File: src/rtl/touch_detect.sv
module touch_detect #(
  parameter int NK = 16,
  parameter int SW = 12,
  parameter int TW = 8,
  parameter int DW = 8,
  parameter int RW = 16,
  parameter int DI = 3
) (
  input  logic             clk,
  input  logic             rst,
  input  logic             sample_valid,
  input  logic [NK*SW-1:0] samples,
  input  logic [NK-1:0]    key_en,
  input  logic [NK*TW-1:0] key_thr,
  input  logic [2*NK-1:0]  key_grp,
  input  logic [NK-1:0]    slider_keys,
  input  logic [DW-1:0]    fall_period,
  input  logic [DW-1:0]    rise_period,
  input  logic [RW-1:0]    hold_limit,
  input  logic             cal_req,
  output logic [NK-1:0]    key_status,
  output logic [NK-1:0]    recal_pulse
);
  localparam int CW = $clog2(DI + 1);
  localparam int EW = SW + 1;
  localparam int PW = DW + 1;
  localparam int HW = RW + 1;
  localparam logic [CW-1:0] LAST = CW'(DI - 1);

  logic [SW-1:0] smp [NK];
  logic [TW-1:0] thr [NK];
  logic [1:0]    grp [NK];
  logic [SW-1:0] ref_q [NK];
  logic [CW-1:0] dcnt [NK];
  logic [DW-1:0] ncnt [NK];
  logic [DW-1:0] pcnt [NK];
  logic [RW-1:0] tmr [NK];
  logic [NK-1:0] status, needcal, recal;
  logic [NK-1:0] cand, want, held_blk, early, blk, tout;

  for (genvar g = 0; g < NK; g++) begin : g_unpack
    assign smp[g] = samples[g*SW +: SW];
    assign thr[g] = key_thr[g*TW +: TW];
    assign grp[g] = key_grp[2*g +: 2];
  end

  assign key_status  = status;
  assign recal_pulse = recal;

  function automatic logic clash(input logic [1:0] ga, input logic [1:0] gb,
                                 input logic sa, input logic sb);
    return (ga != 2'd0) && (ga == gb) && !(sa && sb);
  endfunction

  always_comb begin
    for (int i = 0; i < NK; i++) begin
      cand[i] = key_en[i] && (ref_q[i] >= smp[i]) &&
                ((EW'(ref_q[i]) - EW'(smp[i])) >= EW'(thr[i]));
      want[i] = key_en[i] && !needcal[i] && !status[i] && cand[i] && (dcnt[i] == LAST);
      tout[i] = status[i] && (hold_limit != '0) &&
                ((HW'(tmr[i]) + HW'(1)) == HW'(hold_limit));
    end
  end

  always_comb begin
    for (int i = 0; i < NK; i++) begin
      held_blk[i] = 1'b0;
      for (int j = 0; j < NK; j++)
        if (j != i && status[j] && clash(grp[i], grp[j], slider_keys[i], slider_keys[j]))
          held_blk[i] = 1'b1;
    end
    early = want & ~held_blk;
    for (int i = 0; i < NK; i++) begin
      blk[i] = held_blk[i];
      for (int j = 0; j < NK; j++)
        if (j < i && early[j] && clash(grp[i], grp[j], slider_keys[i], slider_keys[j]))
          blk[i] = 1'b1;
    end
  end

  always_ff @(posedge clk) begin
    if (rst) begin
      status  <= '0;
      recal   <= '0;
      needcal <= '1;
      for (int i = 0; i < NK; i++) begin
        ref_q[i] <= '0;
        dcnt[i]  <= '0;
        ncnt[i]  <= '0;
        pcnt[i]  <= '0;
        tmr[i]   <= '0;
      end
    end else begin
      recal <= '0;
      if (sample_valid) begin
        for (int i = 0; i < NK; i++) begin
          if (!key_en[i]) begin
            ref_q[i]   <= smp[i];
            status[i]  <= 1'b0;
            needcal[i] <= 1'b0;
            dcnt[i] <= '0;
            ncnt[i] <= '0;
            pcnt[i] <= '0;
            tmr[i]  <= '0;
          end else if (needcal[i] || tout[i]) begin
            ref_q[i]   <= smp[i];
            status[i]  <= 1'b0;
            needcal[i] <= 1'b0;
            recal[i]   <= 1'b1;
            dcnt[i] <= '0;
            ncnt[i] <= '0;
            pcnt[i] <= '0;
            tmr[i]  <= '0;
          end else if (status[i]) begin
            ncnt[i] <= '0;
            pcnt[i] <= '0;
            tmr[i]  <= tmr[i] + RW'(1);
            if (cand[i]) dcnt[i] <= '0;
            else if (dcnt[i] == LAST) begin
              status[i] <= 1'b0;
              dcnt[i]   <= '0;
              tmr[i]    <= '0;
            end else dcnt[i] <= dcnt[i] + CW'(1);
          end else begin
            tmr[i] <= '0;
            if (!cand[i]) dcnt[i] <= '0;
            else if (dcnt[i] != LAST) dcnt[i] <= dcnt[i] + CW'(1);
            else if (!blk[i]) begin
              status[i] <= 1'b1;
              dcnt[i]   <= '0;
            end
            if (smp[i] < ref_q[i]) begin
              pcnt[i] <= '0;
              if (fall_period != '0) begin
                if ((PW'(ncnt[i]) + PW'(1)) >= PW'(fall_period)) begin
                  ref_q[i] <= ref_q[i] - SW'(1);
                  ncnt[i]  <= '0;
                end else ncnt[i] <= ncnt[i] + DW'(1);
              end
            end else if (smp[i] > ref_q[i]) begin
              ncnt[i] <= '0;
              if (rise_period != '0) begin
                if ((PW'(pcnt[i]) + PW'(1)) >= PW'(rise_period)) begin
                  ref_q[i] <= ref_q[i] + SW'(1);
                  pcnt[i]  <= '0;
                end else pcnt[i] <= pcnt[i] + DW'(1);
              end
            end else begin
              ncnt[i] <= '0;
              pcnt[i] <= '0;
            end
          end
        end
      end
      if (cal_req) needcal <= '1;
    end
  end


  status_on_sample_chk: assert property (@(posedge clk) disable iff (rst)
    !sample_valid |=> $stable(key_status));


  recal_on_sample_chk: assert property (@(posedge clk) disable iff (rst)
    (recal_pulse != '0) |-> $past(sample_valid));


  disabled_quiet_chk: assert property (@(posedge clk) disable iff (rst)
    sample_valid |=> ((key_status & ~$past(key_en)) == '0) && ((recal_pulse & ~$past(key_en)) == '0));

  for (genvar g = 0; g < NK; g++) begin : g_chk

    frozen_ref_chk: assert property (@(posedge clk) disable iff (rst)
      ($past(status[g]) && $past(key_en[g]) && !recal[g]) |-> (ref_q[g] == $past(ref_q[g])));
  end


  reset_clear_chk: assert property (@(posedge clk)
    $past(rst) |-> (key_status == '0) && (recal_pulse == '0));
endmodule

File: config.mk
export PLATFORM = sky130hd
export DESIGN_NAME = touch_detect
export DESIGN_NICKNAME = d
export VERILOG_FILES = /design/src/rtl/touch_detect.sv
export SDC_FILE = /design/constraint.sdc
export NUM_CORES = 2
export LEC_CHECK = 0
export BUFFER_PORTS_ARGS = -buffer_cell sky130_fd_sc_hd__buf_2
export CORE_MARGIN = 2
export CORE_UTILIZATION = 59
export DETAILED_ROUTE_END_ITERATION = 6
export PLACE_DENSITY_LB_ADDON = 0.15
export SLEW_MARGIN = 15
export SYNTH_ARGS = -nofsm -noshare
export SYNTH_HDL_FRONTEND = slang
export SYNTH_SLANG_ARGS = --single-unit
export TNS_END_PERCENT = 30
File: constraint.sdc
create_clock -name clk -period 5.1 [get_ports clk]
set_clock_uncertainty 0.1 [all_clocks]
set_input_delay 0.255 -clock clk [delete_from_list [all_inputs] [get_ports clk]]
set_output_delay 0.255 -clock clk [all_outputs]
set_load 0.01 [all_outputs]
# After elaboration in Yosys (flattened, before gate mapping)
# Memory sizes are Yosys's and may differ from the RTL's.
# Index checks and enable logic that the tools add are counted.
dict set report classes {
  n_eq_ne 304
  mul 0
  div 0
  add_sub_neg 160
  n_mux 3018
  order_cmp 96
  bitwise 499
  n_shift 0
  reduce_logical 1287
}
# cell count
set ops {}
lappend ops {{1-bit 2-to-1 mux} 2522}
lappend ops {{8-bit 2-to-1 mux} 224}
lappend ops {{16-bit 2-to-1 mux} 80}
lappend ops {{1-bit logical AND} 1084}
lappend ops {{12-bit 2-to-1 mux} 64}
lappend ops {{1-bit OR} 496}
lappend ops {{2-bit equality test} 240}
lappend ops {{8-bit by 1-bit adder with 9-bit output (second input constant)} 32}
lappend ops {{9-bit by 8-bit >= comparator with 1-bit output} 32}
lappend ops {{16-bit by 1-bit adder with 17-bit output (second input constant)} 16}
lappend ops {{17-bit by 16-bit equality test with 1-bit output} 16}
lappend ops {{16-bit by 1-bit adder with 16-bit output (second input constant)} 16}
lappend ops {{8-bit by 1-bit adder with 8-bit output (second input constant)} 32}
lappend ops {{2-bit 2-to-1 mux} 128}
lappend ops {{13-bit by 8-bit >= comparator with 1-bit output} 16}
lappend ops {{12-bit by 12-bit subtractor with 13-bit output} 16}
lappend ops {{12-bit by 1-bit adder with 12-bit output (second input constant)} 16}
lappend ops {{12-bit >= comparator} 16}
lappend ops {{12-bit greater-than comparator} 16}
lappend ops {{12-bit < comparator} 16}
lappend ops {{12-bit by 1-bit subtractor with 12-bit output (second input constant)} 16}
lappend ops {{1-bit zero test} 150}
lappend ops {{2-bit by 1-bit adder with 2-bit output (second input constant)} 16}
lappend ops {{2-bit equality test (second input constant)} 16}
lappend ops {{11 further kinds} 88}
dict set report totals {
  ram_bits 736
  mem_count 5
  latch_bits 0
  output_inout_bits 32
  register_bits 48
  input_bits 420
  romBits 0
  wordCells 5387
}
# name words word_bits read_ports rd_ports_with_merged_regs wr line_no
set mem_list {}
lappend mem_list {tmr 16 16 16 0 16 37} ;# logic [RW-1:0] tmr [NK];
lappend mem_list {ref_q 16 12 16 0 16 33} ;# logic [SW-1:0] ref_q [NK];
lappend mem_list {ncnt 16 8 16 0 16 35} ;# logic [DW-1:0] ncnt [NK];
lappend mem_list {pcnt 16 8 16 0 16 36} ;# logic [DW-1:0] pcnt [NK];
lappend mem_list {dcnt 16 2 16 0 16 34} ;# logic [CW-1:0] dcnt [NK];

# Logic depth before layout (Yosys ltp)
dict set report depth {
  ltp_word 47
  ltp_mapped 23
}

# Worst setup path after synthesis
# No wires, ideal clock.
dict set report synth_path {
  path_kind {flip-flop to flip-flop}
  from {memory ref_q[8][0] (netlist: ref_q[1][0])}
  to {memory dcnt[15][0] (netlist bit), enable pin}
  arrival_ps 4249
  path_stages_with_launch 23
  path_buffers 1
  slack_ps 425
  required_time_ps 4673
  cell_sequence {edfxtp_1 -> inv_1 -> ha_1 -> inv_1 -> fa_1 -> nand3_1 -> nand2_1 -> a21o_1 -> a21oi_1 -> xnor2_1 -> ha_1 -> o21ai_0 -> or3_1 -> a21oi_1 -> or4_1 -> o311ai_1 -> or3_1 -> clkbuf_1 -> nand2b_4 -> o221a_2 -> nor4bb_1 -> nand4_1 -> o221ai_1}
}
# element line_no
set synth_lines {}
lappend synth_lines {{start: declaration} 33}
lappend synth_lines {{end: declaration} 34}

==> impl_metrics.xml <==
<?xml version="1.0" encoding="UTF-8"?>
<metrics>
  <group name="synth">
    <metric name="syn_area" unit="sq um">77700</metric>
    <metric name="synth_largest_area_cell" unit="">sky130_fd_sc_hd__edfxtp_1</metric>
    <metric name="synth_adder_area_share" unit="%">11.2</metric>
    <metric name="netlist_top_cells_count" unit="">sky130_fd_sc_hd__nor2_1, sky130_fd_sc_hd__nand2_1, sky130_fd_sc_hd__edfxtp_1</metric>
    <metric name="syn_inst_count" unit="">9238</metric>
    <metric name="synthDominantCellAreaShare" unit="%">28.4</metric>
    <metric name="share_of_the_synthesized_area_in_compound_gates_ao_oa_aoi_oai" unit="%">17.4</metric>
    <metric name="async_flop_share" unit="%">0</metric>
    <metric name="synthesis.area_per_instance" unit="sq um">8.42</metric>
    <metric name="dominantRegCellSynth" unit="">sky130_fd_sc_hd__edfxtp_1</metric>
    <metric name="synth_mux_area_share" unit="%">0.238</metric>
    <metric name="synth_xor_area_share" unit="%">13.0</metric>
    <metric name="yosysWarningCount" unit="">0</metric>
    <metric name="ys_types" unit="">117</metric>
    <metric name="synth.most_common_cell" unit="">sky130_fd_sc_hd__nor2_1</metric>
    <metric name="post_synth_edffs" unit="">736</metric>
    <metric name="post_synth_and_or_nand_nor_area_fraction" unit="%">23.2</metric>
    <metric name="ys_ff_latch" unit="">784</metric>
    <metric name="yosysSeqAreaShare" unit="%">29.7</metric>
    <metric name="synth_fp_nets" unit="">10346</metric>
    <metric name="post_synth_main_area_contributors" unit="">sky130_fd_sc_hd__edfxtp_1, sky130_fd_sc_hd__ha_1, sky130_fd_sc_hd__xnor2_1</metric>
    <metric name="dominant_combinational_cell_family_by_area_after_synthesis" unit="">simple AND/OR/NAND/NOR gates</metric>
  </group>
  <group name="power">
    <metric name="pwr-share-comb" unit="%">28.1</metric>
    <metric name="p_int" unit="uW">13700</metric>
    <metric name="netSwitchingFraction" unit="%">33.6</metric>
    <metric name="pwr-share-clk" unit="%">33.7</metric>
    <metric name="power_leakage" unit="uW">0.0365</metric>
    <metric name="power_per_cell_area" unit="nW/um^2">232</metric>
    <metric name="netSwitchingPower" unit="uW">6920</metric>
    <metric name="sequential_power_share" unit="%">38.1</metric>
    <metric name="max-vdd-ir-drop" unit="mV">0.397</metric>
  </group>
  <group name="cells_and_area">
    <metric name="final.fill_count" unit="">10836</metric>
    <metric name="multi_input_area" unit="sq um">51100</metric>
    <metric name="final_util" unit="%">67.7</metric>
    <metric name="areaGrowthSynthToFinish" unit="%">14.3</metric>
    <metric name="layout.area.seq" unit="sq um">23100</metric>
    <metric name="final_layout_size_suffix_gt1_share" unit="%">11.6</metric>
    <metric name="finalNetCount" unit="">11035</metric>
    <metric name="final_cells" unit="">11805</metric>
    <metric name="post-route-cell-area" unit="sq um">88800</metric>
  </group>
  <group name="floorplan">
    <metric name="floorplan.io_pins" unit="">452</metric>
    <metric name="dieArea" unit="sq um">135000</metric>
    <metric name="dieHeight" unit="microns">367</metric>
    <metric name="start_util" unit="%">59.3</metric>
    <metric name="core-area" unit="sq um">131000</metric>
    <metric name="die_width" unit="microns">367</metric>
    <metric name="rows" unit="">133</metric>
  </group>
  <group name="clock_network">
    <metric name="clock_insertion_delay_worst_skew" unit="ns">0.75</metric>
    <metric name="clock_tree.htree_level_count" unit="">3</metric>
    <metric name="tritoncts.num_buffers" unit="">94</metric>
    <metric name="clk_path_buf_depth" unit="">3</metric>
    <metric name="cts_tree" unit="">yes</metric>
    <metric name="clk_root_buffer_cell" unit="">sky130_fd_sc_hd__clkbuf_16</metric>
    <metric name="cts.sink_count" unit="">784</metric>
    <metric name="clk_pin_slew" unit="ns">0.07</metric>
  </group>
  <group name="sta">
    <metric name="hold-worst-slack" unit="ns">0.0283</metric>
    <metric name="tns" unit="ns">0</metric>
    <metric name="fin_crit_sh" unit="%">99.3</metric>
    <metric name="timing.final.max_slew_violations" unit="">0</metric>
    <metric name="final_period_minus_worst_setup_slack" unit="ns">5.06</metric>
    <metric name="max_slew.worst_pin.slew" unit="ns">1.16</metric>
    <metric name="setup_repair_after_global_routing_missed_its_margin" unit="">yes</metric>
    <metric name="timing.slew.headroom" unit="%">21.8</metric>
    <metric name="setup_viol" unit="">0</metric>
    <metric name="maxClockFrequency" unit="MHz">198</metric>
    <metric name="hold_viol_final" unit="">0</metric>
  </group>
  <group name="job">
    <metric name="drv_cap" unit="">0</metric>
  </group>
  <group name="min_path">
    <metric name="timing.hold.worst.class" unit="">input port to flip-flop</metric>
    <metric name="holdPathEnd" unit="">ref_q[1][41]</metric>
    <metric name="worstHoldStart" unit="">samples[137]</metric>
    <metric name="hold_depth" unit="">4</metric>
  </group>
  <group name="drt">
    <metric name="drt_drc_violations_left" unit="">6</metric>
    <metric name="wl" unit="microns">293000</metric>
    <metric name="routed_len_inst" unit="microns">24.8</metric>
    <metric name="detail_route.iter0.violations" unit="">9713</metric>
    <metric name="antenna_violating_nets_post_route" unit="">0</metric>
    <metric name="drt-pass1-iter-count" unit="">7</metric>
    <metric name="routed-via-count" unit="">77991</metric>
    <metric name="routed_via_density" unit="">6.61</metric>
  </group>
  <group name="grt">
    <metric name="globalRouteTotalUtil" unit="%">41.6</metric>
    <metric name="grt_max_degree" unit="">69</metric>
    <metric name="leftover_overflow_at_the_end_of_global_routing" unit="">0</metric>
    <metric name="grt_pass1_wl" unit="microns">437000</metric>
    <metric name="grt_pass1_vias" unit="">73656</metric>
    <metric name="number_of_antenna_violations_at_the_first_check_in_global_routing" unit="">68</metric>
  </group>
  <group name="placed_design">
    <metric name="buffers_on_ports" unit="">451</metric>
    <metric name="dpl.hpwl" unit="microns">217000</metric>
    <metric name="global_placement_routability_congestion" unit="">1.07</metric>
    <metric name="placed_area" unit="sq um">82900</metric>
    <metric name="numPlacedInstances" unit="">11353</metric>
  </group>
  <group name="worst_setup_path">
    <metric name="cp-end-kind" unit="">flip-flop</metric>
    <metric name="reg2reg_from" unit="">ref_q[1][60]</metric>
    <metric name="timing.critical_path.required" unit="ns">5.41</metric>
    <metric name="cp.arrival" unit="ns">5.37</metric>
    <metric name="worstPathMaxFanout" unit="">3</metric>
    <metric name="worst_r2r_endpoint" unit="">dcnt[15][1]</metric>
    <metric name="cp-start-kind" unit="">flip-flop</metric>
    <metric name="rrSetupSlack" unit="ns">0.04</metric>
    <metric name="critical_path_class" unit="">flip-flop to flip-flop</metric>
    <metric name="worst_r2r_path_depth" unit="">22</metric>
  </group>
  <group name="run_status">
    <metric name="run_status" unit="">finished, violations left</metric>
    <metric name="violations" unit="">design-rule violations</metric>
  </group>
</metrics>
## area by class of cell
type                       instances  area share (%)
antenna                           45           0.127
clock buffer                     110            2.75
clock inverter                    64           0.734
inverter                         577            2.44
multi-input combinational       7453            57.5
sequential                       784            26.0
tap                             1755            2.47
timing repair buffer            1017            8.00
## critical path, stage by stage, from the launching register on
cell,delay (ns)
sky130_fd_sc_hd__edfxtp_1,0.40
sky130_fd_sc_hd__inv_2,0.11
sky130_fd_sc_hd__ha_4,0.15
sky130_fd_sc_hd__inv_2,0.04
sky130_fd_sc_hd__fa_2,0.40
sky130_fd_sc_hd__a211oi_2,0.26
sky130_fd_sc_hd__nor2_2,0.08
sky130_fd_sc_hd__a21o_1,0.18
sky130_fd_sc_hd__a21oi_2,0.13
sky130_fd_sc_hd__xnor2_1,0.09
sky130_fd_sc_hd__ha_1,0.32
sky130_fd_sc_hd__a21oi_2,0.15
sky130_fd_sc_hd__o22ai_1,0.08
sky130_fd_sc_hd__a311oi_1,0.29
sky130_fd_sc_hd__o221ai_1,0.18
sky130_fd_sc_hd__a311oi_1,0.27
sky130_fd_sc_hd__o2111ai_1,0.14
sky130_fd_sc_hd__buf_4,0.21
sky130_fd_sc_hd__a32o_1,0.22
sky130_fd_sc_hd__a211o_1,0.26
sky130_fd_sc_hd__nor4bb_4,0.26
sky130_fd_sc_hd__nand4_1,0.19
sky130_fd_sc_hd__o221ai_2,0.23
## metal layers
layer	GRT usage (%)	share of wire, %
met3	10.6	11
met2	64.6	44
met1	52.4	38
met5	0	0.087
met4	24.6	6.9
## state kept, by name, summed over array words and instances, names as in the netlist
signal,cells
ref_q,192
recal_pulse,16
needcal,16
ncnt,128
key_status,16
pcnt,128
dcnt,32
tmr,256
## how the worst max path moves through the flow
stage                       from     endpoint  slack (ns)  cells past startpoint
floorplan            ref_q[1][0]  dcnt[15][0]        0.42                     22
global placement    ref_q[1][36]  dcnt[13][1]       -0.27                     21
detailed placement   ref_q[0][0]  dcnt[11][0]      -0.007                     21
CTS                 ref_q[0][84]   dcnt[7][0]       0.005                     19
global route        ref_q[1][60]  dcnt[15][0]       -0.17                     22
finish              ref_q[1][60]  dcnt[15][1]        0.04                     22
## layout by cell type (no fill, tap or decap), types with 437 or more instances in the layout
cell,count
sky130_fd_sc_hd__nor2_1,914
sky130_fd_sc_hd__nand2_1,764
sky130_fd_sc_hd__edfxtp_1,736
sky130_fd_sc_hd__xnor2_1,674
sky130_fd_sc_hd__ha_1,664
sky130_fd_sc_hd__inv_1,562
sky130_fd_sc_hd__nand3_1,496
sky130_fd_sc_hd__xor2_1,464
sky130_fd_sc_hd__buf_2,450
sky130_fd_sc_hd__a21oi_1,437
## per-stage QoR
step / total power (uW) / setup slack [ns]
CTS: 20300 / 0.00538
detailed placement: 13300 / -0.00658
global placement: 13200 / -0.275
floorplan: 11600 / 0.425
global route: 21400 / -0.170
finish: 20600 / 0.0375
## kinds of logic after synthesis
logic type | count (synthesis)
buffers and inverters | 1001
adder cells (fa/ha/maj) | 689
flip-flops | 784
XOR/XNOR | 1143
multiplexers | 18
AO/OA/AOI/OAI | 1975
AND/OR/NAND/NOR | 3628
## timing repair
item | CTS | global route
setup endpoints to repair | 6 | 88
setup buffers | 0 | 29
hold buffers | 204 | 0
cloned | 0 | 1
endpoints found under the hold margin | 229 | 0
resized for setup | 2 | 104
pin swaps | 0 | 61
## power groups by stage
stage	registers (uW)	clock network [uW]	logic (uW)
CTS	7840	6970	5530
global placement	7940	0	5230
global route	7900	7200	6300
finish	7860	6950	5790
detailed placement	7970	0	5360
floorplan	7840	0	3770
No activity file was read; power rests on OpenSTA's default activity.
